File: config.mk
export PLATFORM = sky130hd
export DESIGN_NAME = phy_mgmt_unit
export DESIGN_NICKNAME = d
export VERILOG_FILES = /design/src/rtl/phy_mgmt_pkg.sv /design/src/rtl/phy_mgmt_ctrl.sv /design/src/rtl/phy_mgmt_dp.sv /design/src/rtl/phy_mgmt_unit.sv
export SDC_FILE = /design/constraint.sdc
export NUM_CORES = 1
export LEC_CHECK = 0
export BUFFER_PORTS_ARGS = -buffer_cell sky130_fd_sc_hd__buf_2
export CORE_MARGIN = 3
export CORE_UTILIZATION = 52
export DETAILED_ROUTE_END_ITERATION = 8
export PLACE_DENSITY_LB_ADDON = 0.08
export SLEW_MARGIN = 0
export SYNTH_ARGS = -nofsm -noshare
export SYNTH_HDL_FRONTEND = slang
export SYNTH_SLANG_ARGS = --single-unit
File: constraint.sdc
create_clock -name clk -period 2.1 [get_ports clk]
set_clock_uncertainty 0.2 [all_clocks]
set_input_delay 0.42 -clock clk [delete_from_list [all_inputs] [get_ports clk]]
set_output_delay 0.42 -clock clk [all_outputs]
set_load 0.01 [all_outputs]
File: src/rtl/phy_mgmt_pkg.sv
package phy_mgmt_pkg;
  localparam int CMD_ADDR_LSB = 12;
  localparam int CMD_IDX_LSB  = 4;
  localparam int CMD_WR_BIT   = 1;
  localparam int FLD_W        = 4;

  localparam logic [FLD_W-1:0] IDX_CTRL   = 4'd0;
  localparam logic [FLD_W-1:0] IDX_STATUS = 4'd1;
  localparam logic [FLD_W-1:0] IDX_ID_HI  = 4'd2;
  localparam logic [FLD_W-1:0] IDX_ID_LO  = 4'd3;
  localparam logic [FLD_W-1:0] IDX_ADV    = 4'd4;
  localparam logic [FLD_W-1:0] IDX_PEER   = 4'd5;

  localparam logic [15:0] CTRL_DEFAULT = 16'h3100;
  localparam logic [15:0] CTRL_KEEP    = 16'h7DFF;
  localparam logic [15:0] STATUS_FIXED = 16'hFE28;
  localparam int          LINK_BIT     = 2;
  localparam logic [15:0] PEER_ABILITY = 16'h0DE0;

  typedef struct packed {
    logic             cmdWr;
    logic             dataWr;
    logic             phyRd;
    logic             ctrlLoad;
    logic             ctrlDefault;
    logic             advLoad;
    logic [FLD_W-1:0] regIdx;
  } mgmtStrobe_t;
endpackage

File: src/rtl/phy_mgmt_ctrl.sv
module phy_mgmt_ctrl
  import phy_mgmt_pkg::*;
#(
  parameter int              BUS_AW   = 8,
  parameter logic [BUS_AW-1:0] CMD_OFS  = 8'h48,
  parameter logic [BUS_AW-1:0] DATA_OFS = 8'h4C
) (
  input  logic              busWrEn,
  input  logic [BUS_AW-1:0] busAddr,
  input  logic [FLD_W-1:0]  phyAddrFld,
  input  logic [FLD_W-1:0]  regIdxFld,
  input  logic              wrFlag,
  input  logic [FLD_W-1:0]  cfgPhyAddr,
  input  logic              dataTopBit,
  output mgmtStrobe_t       strobe
);
  logic cmdHit;
  logic addrMatch;
  logic phyWr;

  always_comb begin
    cmdHit    = busWrEn && (busAddr == CMD_OFS);
    addrMatch = cmdHit && (phyAddrFld == cfgPhyAddr);
    phyWr     = addrMatch && wrFlag;

    strobe.cmdWr       = cmdHit;
    strobe.dataWr      = busWrEn && (busAddr == DATA_OFS);
    strobe.phyRd       = addrMatch && !wrFlag;
    strobe.regIdx      = regIdxFld;
    strobe.ctrlDefault = phyWr && (regIdxFld == IDX_CTRL) && dataTopBit;
    strobe.ctrlLoad    = phyWr && (regIdxFld == IDX_CTRL) && !dataTopBit;
    strobe.advLoad     = phyWr && (regIdxFld == IDX_ADV);
  end
endmodule

File: src/rtl/phy_mgmt_dp.sv
module phy_mgmt_dp
  import phy_mgmt_pkg::*;
#(
  parameter int          DATA_W = 32,
  parameter int          REG_W  = 16,
  parameter logic [15:0] ID_HI  = 16'h0044,
  parameter logic [15:0] ID_LO  = 16'h1400
) (
  input  logic              clk,
  input  logic              rstN,
  input  mgmtStrobe_t       strobe,
  input  logic [DATA_W-1:0] busWrData,
  input  logic              linkUp,
  output logic [DATA_W-1:0] cmdQ,
  output logic [DATA_W-1:0] dataQ,
  output logic              dataTopBit
);
  localparam int PAD_W = DATA_W - REG_W;

  logic [REG_W-1:0] ctrlQ;
  logic [REG_W-1:0] advQ;
  logic [REG_W-1:0] statusVal;
  logic [REG_W-1:0] phyRdVal;

  assign dataTopBit = dataQ[REG_W-1];

  always_comb begin
    statusVal = STATUS_FIXED;
    statusVal[LINK_BIT] = linkUp;
    case (strobe.regIdx)
      IDX_CTRL:   phyRdVal = ctrlQ;
      IDX_STATUS: phyRdVal = statusVal;
      IDX_ID_HI:  phyRdVal = ID_HI;
      IDX_ID_LO:  phyRdVal = ID_LO;
      IDX_ADV:    phyRdVal = advQ;
      IDX_PEER:   phyRdVal = PEER_ABILITY;
      default:    phyRdVal = '0;
    endcase
  end

  always_ff @(posedge clk) begin
    if (!rstN) begin
      cmdQ  <= '0;
      dataQ <= '0;
      ctrlQ <= CTRL_DEFAULT;
      advQ  <= '0;
    end else begin
      if (strobe.cmdWr) cmdQ <= {busWrData[DATA_W-1:1], 1'b0};
      if (strobe.dataWr) dataQ <= busWrData;
      else if (strobe.phyRd) dataQ <= {{PAD_W{1'b0}}, phyRdVal};
      if (strobe.ctrlDefault) begin
        ctrlQ <= CTRL_DEFAULT;
        advQ  <= '0;
      end else begin
        if (strobe.ctrlLoad) ctrlQ <= dataQ[REG_W-1:0] & CTRL_KEEP;
        if (strobe.advLoad) advQ <= dataQ[REG_W-1:0];
      end
    end
  end
endmodule

File: src/rtl/phy_mgmt_unit.sv
module phy_mgmt_unit
  import phy_mgmt_pkg::*;
#(
  parameter int              BUS_AW   = 8,
  parameter int              DATA_W   = 32,
  parameter int              REG_W    = 16,
  parameter logic [BUS_AW-1:0] CMD_OFS  = 8'h48,
  parameter logic [BUS_AW-1:0] DATA_OFS = 8'h4C
) (
  input  logic              clk,
  input  logic              rstN,
  input  logic [3:0]        cfgPhyAddr,
  input  logic              linkUp,
  input  logic              busWrEn,
  input  logic              busRdEn,
  input  logic [BUS_AW-1:0] busAddr,
  input  logic [DATA_W-1:0] busWrData,
  output logic [DATA_W-1:0] busRdData
);
  mgmtStrobe_t       strobe;
  logic [DATA_W-1:0] cmdQ;
  logic [DATA_W-1:0] dataQ;
  logic              dataTopBit;

  phy_mgmt_ctrl #(.BUS_AW(BUS_AW), .CMD_OFS(CMD_OFS), .DATA_OFS(DATA_OFS)) ctrlI (
    .busWrEn   (busWrEn),
    .busAddr   (busAddr),
    .phyAddrFld(busWrData[CMD_ADDR_LSB +: FLD_W]),
    .regIdxFld (busWrData[CMD_IDX_LSB +: FLD_W]),
    .wrFlag    (busWrData[CMD_WR_BIT]),
    .cfgPhyAddr(cfgPhyAddr),
    .dataTopBit(dataTopBit),
    .strobe    (strobe)
  );

  phy_mgmt_dp #(.DATA_W(DATA_W), .REG_W(REG_W)) dpI (
    .clk       (clk),
    .rstN      (rstN),
    .strobe    (strobe),
    .busWrData (busWrData),
    .linkUp    (linkUp),
    .cmdQ      (cmdQ),
    .dataQ     (dataQ),
    .dataTopBit(dataTopBit)
  );

  always_comb begin
    busRdData = '0;
    if (busRdEn) begin
      if (busAddr == CMD_OFS) busRdData = cmdQ;
      else if (busAddr == DATA_OFS) busRdData = dataQ;
    end
  end
endmodule

* Word-level counts from Yosys, hierarchy flattened *
Cells that the tools add are included.

operators by class
  equal/unequal tests = 8
  mux-type cells = 6
  bitwise logic cells = 1
  reduce and logical (&&, ||, !) cells = 14

operator list
  operator              count
  $mux W32              5
  $pmux W16 S6          1
  $eq A8 B7 Y1 const B  2
  $logic_and A1 B1 Y1   9
  $eq A4 B2 Y1 const B  2
  $eq A4 B3 Y1 const B  2
  $eq A4 B1 Y1 const B  1
  $eq A4 B4 Y1          1
  $logic_not A4 Y1      1
  $logic_not A1 Y1      2
  $reduce_bool A2 Y1    1
  $reduce_or A2 Y1      1
  $not A1 Y1            1

word-level totals
  bits in registers = 93
  word-level logic and storage cells = 33

* Logic depth before layout (Yosys ltp) *
Gate-level depths: netlist (run 1).

  word-level depth = 7
  gate-level depth with buffers = 8
  mapped depth without buffers = 5

* Modules after synthesis *
From an unflattened synthesis (run 1), not the netlist that was laid out.

unflattened totals
  cells, all modules = 501
  area total of the unflattened synthesis = 4,735.8 um^2

by module, submodules not included
  module         times used  cells each  area an instance (um^2)  seq. area each (um^2)
  phy_mgmt_dp    1           401         3,808.7                  1,861.8
  phy_mgmt_unit  1           77          752.0                    0.0
  phy_mgmt_ctrl  1           23          175.2                    0.0

* Worst setup path after synthesis (run 1) *
No wires, ideal clock.

  path type = input port to output port
  start point = in busAddr[7]
  end point = out busRdData[10]
  data arrival time = 1,404 ps
  data required time = 1,480 ps
  path slack = 76 ps
  stages = 4
  cells stage by stage = nor4b_4 -> nand4_1 -> clkbuf_1 -> nor2_1

on the way
  word-level cells in the longest chain between the ends = 4
  elaborated cells on any way between the ends = 5

ends and longest elaborated chain
  what             RTL line             text
  start, declared  phy_mgmt_unit.sv:16  input logic [BUS_AW-1:0] busAddr,
  $eq A8 B7 Y1     phy_mgmt_unit.sv:51  else if (busAddr == DATA_OFS) busRdData = dataQ;
  $mux W32         phy_mgmt_unit.sv:51
  $mux W32 *       phy_mgmt_unit.sv:50  if (busAddr == CMD_OFS) busRdData = cmdQ;
  $mux W32 *       phy_mgmt_unit.sv:49  if (busRdEn) begin
  end, declared    phy_mgmt_unit.sv:18  output logic [DATA_W-1:0] busRdData

Mark *: on every way between the ends. The rest lies on a longest branch, timed or not.

* Worst setup path after layout (run 1) *
  start point = in busAddr[4]
  end point = out busRdData[23]

Same word-level chain as after synthesis.

==> results_dict.tcl, run 1 <==
set metrics [dict create \
    status "finished with violations" \
    violations "negative setup slack" \
    routed_wirelength_mm 12.6 \
    cap_violations 0 \
    synth_cell_types 44 \
    grt_max_degree 25 \
    peakVddDrop_mv 0.254 \
    instances_no_fill 697 \
    yosysMostFrequentCell "dfxtp_1" \
    synth_cells 489 \
    async_flop_share_pct 0 \
    clock_power_share_pct 34.4 \
    tightest_slew_ps 294 \
    syn-num-nets 538 \
    path_max_fanout 6 \
    cts_buffers 9 \
    drt_iter0_drc 240 \
    die_w_microns 97.5 \
    crit_buf_inv 4 \
    synth_top_family_by_area "simple AND/OR/NAND/NOR gates" \
    path_clk_slew_ps 90 \
    die_y_microns 97.5 \
    r2r-start "dpI.dataQ[15]$_SDFFE_PN0P_" \
    antenna_found_initial 0 \
    clkLatencyLatePin_ps 350 \
    synth_edf_count 0 \
    sw_frac_of_total_pct 25.2 \
    r2r_cells 4 \
    final_nets 639 \
    seqPwrFrac_pct 57.0 \
    placedInstanceArea_sq_um 5040 \
    htreeDepth 3 \
    overflow 0 \
    wl_met1_mm 5.54 \
    slowest_delay_ps 280 \
    p_leak_nw 2.27 \
    cts_root_buf "clkbuf_8" \
    synthTopCellsByArea "dfxtp_1, mux2i_1, nand2_1" \
    slew_viol_final 0 \
    die_area_sq_um 9500 \
    wl_met2_mm 5.96 \
    drive_above_1_share_pct 31.3 \
    p_comb_share_pct 8.6 \
    dp_cells 675 \
    critical_path.cell_chain "buf_6, nor4b_4, nand4_1, buf_6, clkbuf_16, nor2_4, buf_6" \
    cts_hold_buf 0 \
    drc_errors 0 \
    synth_top_area_cell "dfxtp_1" \
    netlist_area_sq_um 4350 \
    synth_warnings 0 \
    routed-wl-met3_microns 899 \
    syn_avg_cell_area_sq_um 8.89 \
    r2r_setup_slack_ps 750 \
    core.rowCount 32 \
    routabilityCongestion 0.828 \
    cp_common_cell "buf_6" \
    r2r_end "dpI.advQ[0]$_SDFFE_PP0P_" \
    start_util_pct 54.9 \
    synth-simple-area-share_pct 20.5 \
    synth-compound-area-share_pct 19.1 \
    coreArea_sq_um 7930 \
    crit_required_ps 1480 \
    num_antenna_cells 0 \
    top_layer_used "met4" \
    fillers 660 \
    cts_tree "yes" \
    drt_pre_antenna_iters 4 \
    wire_per_inst_microns 18.1 \
    clock-sinks 93 \
    synth-seq-cells 93 \
    min_to "dpI.dataQ[25]$_SDFFE_PN0P_" \
    intPower_w 0.00232 \
    grt_pass1_vias 3806 \
    dpl.hpwl_mm 8.31 \
    hold_depth 2 \
    slew_headroom_pct 79.9 \
    postLayoutCellArea_sq_um 5660 \
    synthXorXnorAreaFrac_pct 0.806 \
    synth_ff_type "dfxtp_1" \
    crit_family "buffers and inverters" \
    min_period_ps 2120 \
    synthAdderAreaFrac_pct 0 \
    synth.area.mux_share_pct 11.8 \
    crit_type "input pin to output port" \
    grt_pass1_wl_mm 19.5 \
    rsz0062_at_grt "true" \
    startpoint_type "input pin" \
    min_period_over_period_pct 101 \
    hp-start "busWrData[25]" \
    seq_area_frac_synth_pct 42.8 \
    ios 81 \
    cp.depth 7 \
    synth_common_cells "dfxtp_1, nand2_1, nor2_1" \
    slowest_stage "nor4b_4" \
    power_density_nw_per_um2 547 \
    syn_to_final_growth_pct 30.2 \
    cts_buffer_depth 2 \
    cp.arrival_ps 1500 \
    hold_violations 0 \
    vias 3937 \
    vias_per_cell 5.65 \
    port_buffers 80 \
    yosys.area.top_type_share_pct 42.8 \
    setup_ws_ps -18.1 \
    grt.total_usage_pct 25.3 \
    setup_viol 12 \
    p_switching_w 0.000782 \
    hold_class "input pin to flop" \
    cp-end-kind "output port" \
    ant_nets 0 \
    max_freq_ghz 0.472 \
]
[final cells by class]
| type | instances | area, sq um | share of cell area (%) |
|---|---|---|---|
| well taps | 102 | 128 | 2.25 |
| clock buffers | 11 | 131 | 2.32 |
| flip-flops and latches | 93 | 1860 | 32.9 |
| clock inverters | 5 | 36.3 | 0.641 |
| repair buffers | 129 | 1050 | 18.5 |
| inverters | 1 | 3.75 | 0.0663 |
| multi-input cells | 356 | 2450 | 43.3 |
[cells by family after synthesis]
group / Yosys count
AND/OR/NAND/NOR: 192
flip-flops: 93
XOR/XNOR: 4
buffers and inverters: 40
multiplexers: 51
AO/OA/AOI/OAI: 109
[through the flow]
stage | util, % | power [W] | setup slack, ps | TNS, ps | hold WS, ps
after detailed placement | 63.5 | 0.00206 | -190 | -7370 | 251
after CTS | 65.8 | 0.00311 | 2.66 | 0 | 69.0
after global placement | 63.5 | 0.00206 | -186 | -6490 | 243
final | 71.4 | 0.00310 | -18.1 | -92.2 | 88.4
after global routing | 71.4 | 0.00321 | -80.5 | -1590 | 72.3
after floorplan | - | 0.00193 | 76.3 | 0 | 236
[cells in the final DEF, fill, tap and decap left out, drive strengths merged, types with 2 or more instances in the layout]
master | netlist | routed
buf | 22 | 127
dfxtp | 93 | 93
nand2 | 78 | 78
nor2 | 68 | 68
mux2i | 50 | 50
a21boi | 42 | 42
o21ai | 17 | 17
a22o | 16 | 16
a22oi | 14 | 14
clkbuf | 17 | 13
nand3b | 11 | 11
a21oi | 10 | 10
nand4 | 9 | 9
nor2b | 5 | 5
nand3 | 5 | 5
nor3 | 5 | 5
xnor2 | 4 | 4
o21a | 3 | 3
and3 | 3 | 3
clkinvlp | 0 | 3
and4 | 2 | 2
a211oi | 2 | 2
inv | 1 | 2
[routing by layer]
layer,vias to the layer above,track usage (%)
li1,1900,-
met1,1889,35.3
met2,129,40.2
met3,19,4.09
met4,0,7.99
met5,-,0
[timing repair]
item | CTS | global route
buffers inserted | 0 | 2
resized for setup | 3 | 83
pin swaps | 0 | 34
setup endpoints to repair | 7 | 32
gates cloned | 0 | 4
[sequential cells by signal, summed over array words and instances, names as in the netlist]
signal	cells
dpI.ctrlQ	14
dpI.cmdQ	31
dpI.dataQ	32
dpI.advQ	16
[worst max-delay path by stage]
| stage | start | endpoint | slack, ps |
|---|---|---|---|
| 2_1_floorplan | busAddr[7] | busRdData[10] | 80 |
| 4_1_cts | busAddr[7] | busRdData[14] | 3 |
| 5_1_grt | busAddr[4] | busRdData[18] | -80 |
| 3_3_place_gp | busWrData[14] | dpI.dataQ[28]$_SDFFE_PN0P_ | -190 |
| 3_5_place_dp | busWrData[14] | dpI.dataQ[22]$_SDFFE_PN0P_ | -190 |
| 6_report | busAddr[4] | busRdData[23] | -20 |
[power by group through the flow]
stage	sequential (W)	combinational, W	clock [W]
floorplan	0.00181	0.000124	0
global placement	0.00181	0.000254	0
detailed placement	0.00181	0.000257	0
CTS	0.00176	0.000258	0.00109
global route	0.00177	0.000283	0.00116
finish	0.00176	0.000267	0.00107
Power figures use the tool's default switching activity.
==> inputs of run 2 (changes only) <==
--- a/config.mk
+++ b/config.mk
@@ -7,7 +7,7 @@
 export LEC_CHECK = 0
 export BUFFER_PORTS_ARGS = -buffer_cell sky130_fd_sc_hd__buf_2
 export CORE_MARGIN = 3
-export CORE_UTILIZATION = 52
+export CORE_UTILIZATION = 50
 export DETAILED_ROUTE_END_ITERATION = 8
 export PLACE_DENSITY_LB_ADDON = 0.08
 export SLEW_MARGIN = 0
==> constraint.sdc (replaced) <==
create_clock -name clk -period 1.9 [get_ports clk]
set_clock_uncertainty 0.2 [all_clocks]
set_input_delay 0.38 -clock clk [delete_from_list [all_inputs] [get_ports clk]]
set_output_delay 0.38 -clock clk [all_outputs]
set_load 0.01 [all_outputs]
==> results_dict.tcl, run 2 (same netlist as run 1, synthesis figures left out) <==
set metrics [dict create \
    hold_class "input pin to flop" \
    cp_common_cell "buf_6" \
    grt_pass1_wl_mm 19.2 \
    core.rowCount 33 \
    drc_errors 0 \
    mostFrequentLayoutCell "dfxtp_1" \
    cts_buffers 9 \
    syn_to_final_growth_pct 23.4 \
    totalPowerFinal_w 0.00372 \
    htreeDepth 3 \
    coreArea_sq_um 8340 \
    die_y_microns 99.3 \
    ant_nets 0 \
    start_util_pct 52.1 \
    power_density_nw_per_um2 692 \
    hold_violations 0 \
    crit_required_ps 1320 \
    drt_pre_antenna_iters 4 \
    final_nets 639 \
    clock-sinks 93 \
    crit_type "input pin to output port" \
    setup_viol 32 \
    p_leak_nw 2.27 \
    grt.total_usage_pct 24.4 \
    rsz0062_at_grt "true" \
    cap_violations 0 \
    path_clk_slew_ps 90 \
    setup_ws_ps -173 \
    peakVddDrop_mv 0.414 \
    status "finished with violations" \
    clkLatencyLatePin_ps 350 \
    fillers 761 \
    slew_headroom_pct 75.0 \
    startpoint_type "input pin" \
    min_period_over_period_pct 109 \
    pre_cts_ws_ps -309 \
    finalHoldWorstSlack_ps 41.7 \
    path_max_fanout 6 \
    wire_per_inst_microns 16.9 \
    cts_tree "yes" \
    grt_max_degree 32 \
    drt_iter0_drc 128 \
    cp-end-kind "output port" \
    tightest_slew_ps 376 \
    vias 3794 \
    routabilityCongestion 0.798 \
    dpl.hpwl_mm 8.19 \
    cts_root_buf "clkbuf_8" \
    top_register "dpI.dataQ" \
    port_buffers 80 \
    drive_above_1_share_pct 28.2 \
    vias_per_cell 5.44 \
    die_area_sq_um 9850 \
    routed_wirelength_mm 11.8 \
    cts_buffer_depth 2 \
    num_antenna_cells 0 \
    cp.arrival_ps 1490 \
    slew_viol_final 0 \
    largest_register_ffs 32 \
    largestRegisters "dpI.dataQ (32), dpI.cmdQ (31), dpI.advQ (16)" \
    min_period_ps 2070 \
    grt_pass1_vias 3826 \
    overflow 0 \
    postLayoutCellArea_sq_um 5370 \
    ios 81 \
    die_w_microns 99.3 \
    placedInstanceArea_sq_um 5080 \
    tns_ps -3950 \
    critical_path.cell_chain "buf_6, nor4b_4, nand4_1, buf_6, buf_6, nor2_1, buf_2" \
    layout_common_cells "dfxtp_1, buf_2, nand2_1" \
    slowest_stage "nor4b_4" \
    violations "negative setup slack" \
    max_freq_ghz 0.482 \
    antenna_found_initial 1 \
    slowest_delay_ps 270 \
]
-- run 2: changes by cell type in the layout (fill, tap and decap cells not counted), sizes merged --
cell | before | now
bufinv | 0 | 2
buf | 127 | 129
clkbuf | 13 | 11
clkinv | 1 | 0
clkinvlp | 3 | 0
-- run 2: per-layer routing --
layer | track usage (%) | routed length (microns)
met4 | 7.04 | 181
met2 | 41.6 | 5720
met1 | 31.2 | 5220
met3 | 5.19 | 692
met5 | 0 | 13
-- run 2: worst paths after layout --
| path | to | depth (start not counted) | from | slack [ps] |
|---|---|---|---|---|
| max | busRdData[9] | 7 | busAddr[7] | -170 |
| min | dpI.dataQ[19]$_SDFFE_PN0P_ | 2 | busWrData[19] | 40 |
| max reg2reg | dpI.advQ[15]$_SDFFE_PP0P_ | 4 | dpI.dataQ[15]$_SDFFE_PN0P_ | 540 |
| min reg2reg | dpI.ctrlQ[5]$_SDFFE_PP0P_ | 2 | dpI.ctrlQ[5]$_SDFFE_PP0P_ | 260 |
-- run 2: per-stage QoR --
step | utilization (%) | std cells
floorplan | - | 489
global placement | 60.9 | 681
detailed placement | 60.9 | 681
finish | 64.4 | 698
global route | 64.4 | 698
CTS | 63.8 | 695
-- run 2: worst max-delay path: cells and delay by family --
kind                   cells  cell delay (ps)
and+or+nand+nor            3              560
buffers and inverters      4              550
-- run 2: repair_timing --
action / in CTS / in global routing
cloned: 0 / 1
gates resized for setup: 3 / 10
buffers inserted: 0 / 2
hold buffers: 0 / 0
pin swaps: 0 / 5
endpoints found under the setup margin: 32 / 35
-- run 2: layout make-up --
cell class                 instances  area, sq um  share of cell area [%]
multi-input combinational        356         2290                    42.7
sequential                        93         1860                    34.7
timing repair buffer             129          858                    16.0
clock buffer                      11          151                    2.82
tap                              105          131                    2.45
clock inverter                     3         68.8                    1.28
inverter                           1         3.75                  0.0699
-- run 2: where the power goes --
group	internal (W)	total [W]	switching [W]
Sequential	0.00195	0.00195	0.00000116
Clock	0.000805	0.00148	0.000672
Combinational	0.000134	0.000291	0.000157
==> inputs of run 3 (changes only) <==
==> constraint.sdc (replaced) <==
create_clock -name clk -period 1.9 [get_ports clk]
set_clock_uncertainty 0.2 [all_clocks]
set_input_delay 0.19 -clock clk [delete_from_list [all_inputs] [get_ports clk]]
set_output_delay 0.19 -clock clk [all_outputs]
set_load 0.01 [all_outputs]
==> results_dict.tcl, run 3 (same netlist as run 1, synthesis figures left out) <==
set metrics [dict create \
    startpoint_type "input pin" \
    setup_ws_ps 104 \
    drt_iter0_drc 147 \
    min_to "dpI.dataQ[14]$_SDFFE_PN0P_" \
    vias 3957 \
    drc_errors 0 \
    die_y_microns 99.3 \
    ff_latch_area_sq_um 1860 \
    r2r-start "dpI.dataQ[15]$_SDFFE_PN0P_" \
    cts_buffers 9 \
    r2r_end "dpI.advQ[3]$_SDFFE_PP0P_" \
    ant_nets 0 \
    cts_buffer_depth 2 \
    r2r_cells 4 \
    dpl.hpwl_mm 7.95 \
    cp.arrival_ps 1850 \
    top_register "dpI.dataQ" \
    grt_pass1_wl_mm 19.6 \
    wire_per_inst_microns 16.4 \
    start_util_pct 52.1 \
    pre_cts_ws_ps -148 \
    hp-start "busWrData[14]" \
    crit_required_ps 1960 \
    slew_headroom_pct 67.2 \
    cp.depth 5 \
    vias_per_cell 5.48 \
    slew_viol_final 0 \
    crit_buf_inv 3 \
    tns_ps 0 \
    tightest_slew_ps 492 \
    die_area_sq_um 9850 \
    layout_common_cells "dfxtp_1, buf_2, nand2_1" \
    min_period_ps 1800 \
    r2r_setup_slack_ps 600 \
    routed_wirelength_mm 11.9 \
    mostFrequentLayoutCell "dfxtp_1" \
    largestRegisters "dpI.dataQ (32), dpI.cmdQ (31), dpI.advQ (16)" \
    grt.total_usage_pct 24.9 \
    fillers 735 \
    die_w_microns 99.3 \
    hold_depth 4 \
    grt_max_degree 27 \
    clock-sinks 93 \
    crit_family "buffers and inverters" \
    min_period_over_period_pct 94.5 \
    routabilityCongestion 0.839 \
    clkLatencyLatePin_ps 360 \
    cp-end-kind "flop" \
    largest_register_ffs 32 \
    grt_pass1_vias 3924 \
    coreArea_sq_um 8340 \
    path_max_fanout 19 \
    ios 81 \
    cts_tree "yes" \
    port_buffers 80 \
    cap_violations 0 \
    slowest_delay_ps 540 \
    syn_to_final_growth_pct 26.2 \
    crit_type "input pin to flop" \
    cts_root_buf "clkbuf_8" \
    slowest_stage "dlygate4sd3_1" \
    core.rowCount 33 \
    status "completed" \
    peakVddDrop_mv 0.490 \
    ctsResizeCount 0 \
    overflow 0 \
    drive_above_1_share_pct 24.6 \
    num_antenna_cells 0 \
    p_leak_nw 2.31 \
    max_freq_ghz 0.557 \
    antenna_found_initial 0 \
    final_nets 661 \
    critical_path.cell_chain "dlygate4sd3_1, buf_2, o311a_4, buf_4, a22o_1" \
    hold_class "input pin to flop" \
    setup_viol 0 \
    power_density_nw_per_um2 637 \
    drt_pre_antenna_iters 4 \
    path_clk_slew_ps 90 \
    hold_violations 0 \
    htreeDepth 3 \
    multiInputGateArea_sq_um 2270 \
    rsz0062_at_grt "false" \
]
## run 3: cell types whose count changed in the layout (fill, tap and decap cells not counted), moves of 2 or more
cell / previous run / this run
a22oi_2: 2 / 0
buf_6: 6 / 0
buf_12: 5 / 3
buf_2: 78 / 80
bufinv_16: 2 / 0
nor2_2: 6 / 1
dlygate4sd3_1: 0 / 30
clkinv_2: 0 / 2
o21ai_0: 1 / 3
a22oi_1: 12 / 14
buf_4: 40 / 38
o21ai_1: 16 / 14
nor2_1: 62 / 67
## run 3: tightest hold or removal path, cell delays in order
cell	delay (ps)
buf_2	100
buf_4	110
a22oi_1	60
o21ai_1	80
## run 3: metrics by stage
stage	instance area (sq um)	total power [W]	hold slack (ps)	cells	util, %
floorplan	4350	0.00213	115	489	-
global placement	5000	0.00227	217	675	60.0
detailed placement	5000	0.00227	219	675	60.0
CTS	5480	0.00351	7.19	721	65.7
global route	5490	0.00361	42.8	722	65.8
finish	5490	0.00350	18.6	722	65.8
## run 3: timing repair
action | in CTS | in global routing
setup endpoints to repair | 0 | 5
setup buffers | 0 | 1
hold buffers | 30 | 0
hold endpoints to repair | 52 | 0
## run 3: per-layer routing
metal  up-vias  global-route usage, %  routed length, microns
met5         -                      0                       0
met4         0                   7.46                     201
met3        22                   4.42                     587
met2        98                   42.0                    5520
met1      1895                   32.6                    5570
li1       1942                      -                       -
## run 3: how the worst max path moves through the flow
stage | from | endpoint | slack (ps)
floorplan | busAddr[7] | dpI.dataQ[23]$_SDFFE_PN0P_ | 170
global placement | busAddr[7] | dpI.dataQ[29]$_SDFFE_PN0P_ | -110
detailed placement | busAddr[7] | dpI.dataQ[24]$_SDFFE_PN0P_ | -150
CTS | busAddr[7] | busRdData[31] | 70
global route | busWrData[1] | dpI.dataQ[4]$_SDFFE_PN0P_ | 40
finish | busWrData[1] | dpI.dataQ[24]$_SDFFE_PN0P_ | 100
## run 3: power breakdown
| group | total (W) | switching [W] | internal [W] |
|---|---|---|---|
| Sequential | 0.00195 | 0.00000113 | 0.00195 |
| Clock | 0.00122 | 0.000706 | 0.000515 |
| Combinational | 0.000327 | 0.000164 | 0.000164 |
## run 3: final cells by class
class | instances | share of cell area, %
Tap cell | 105 | 2.39
Clock inverter | 5 | 0.638
Timing Repair Buffer | 151 | 19.1
Multi-Input combinational cell | 356 | 41.3
Inverter | 1 | 0.0684
Sequential cell | 93 | 33.9
Clock buffer | 11 | 2.58
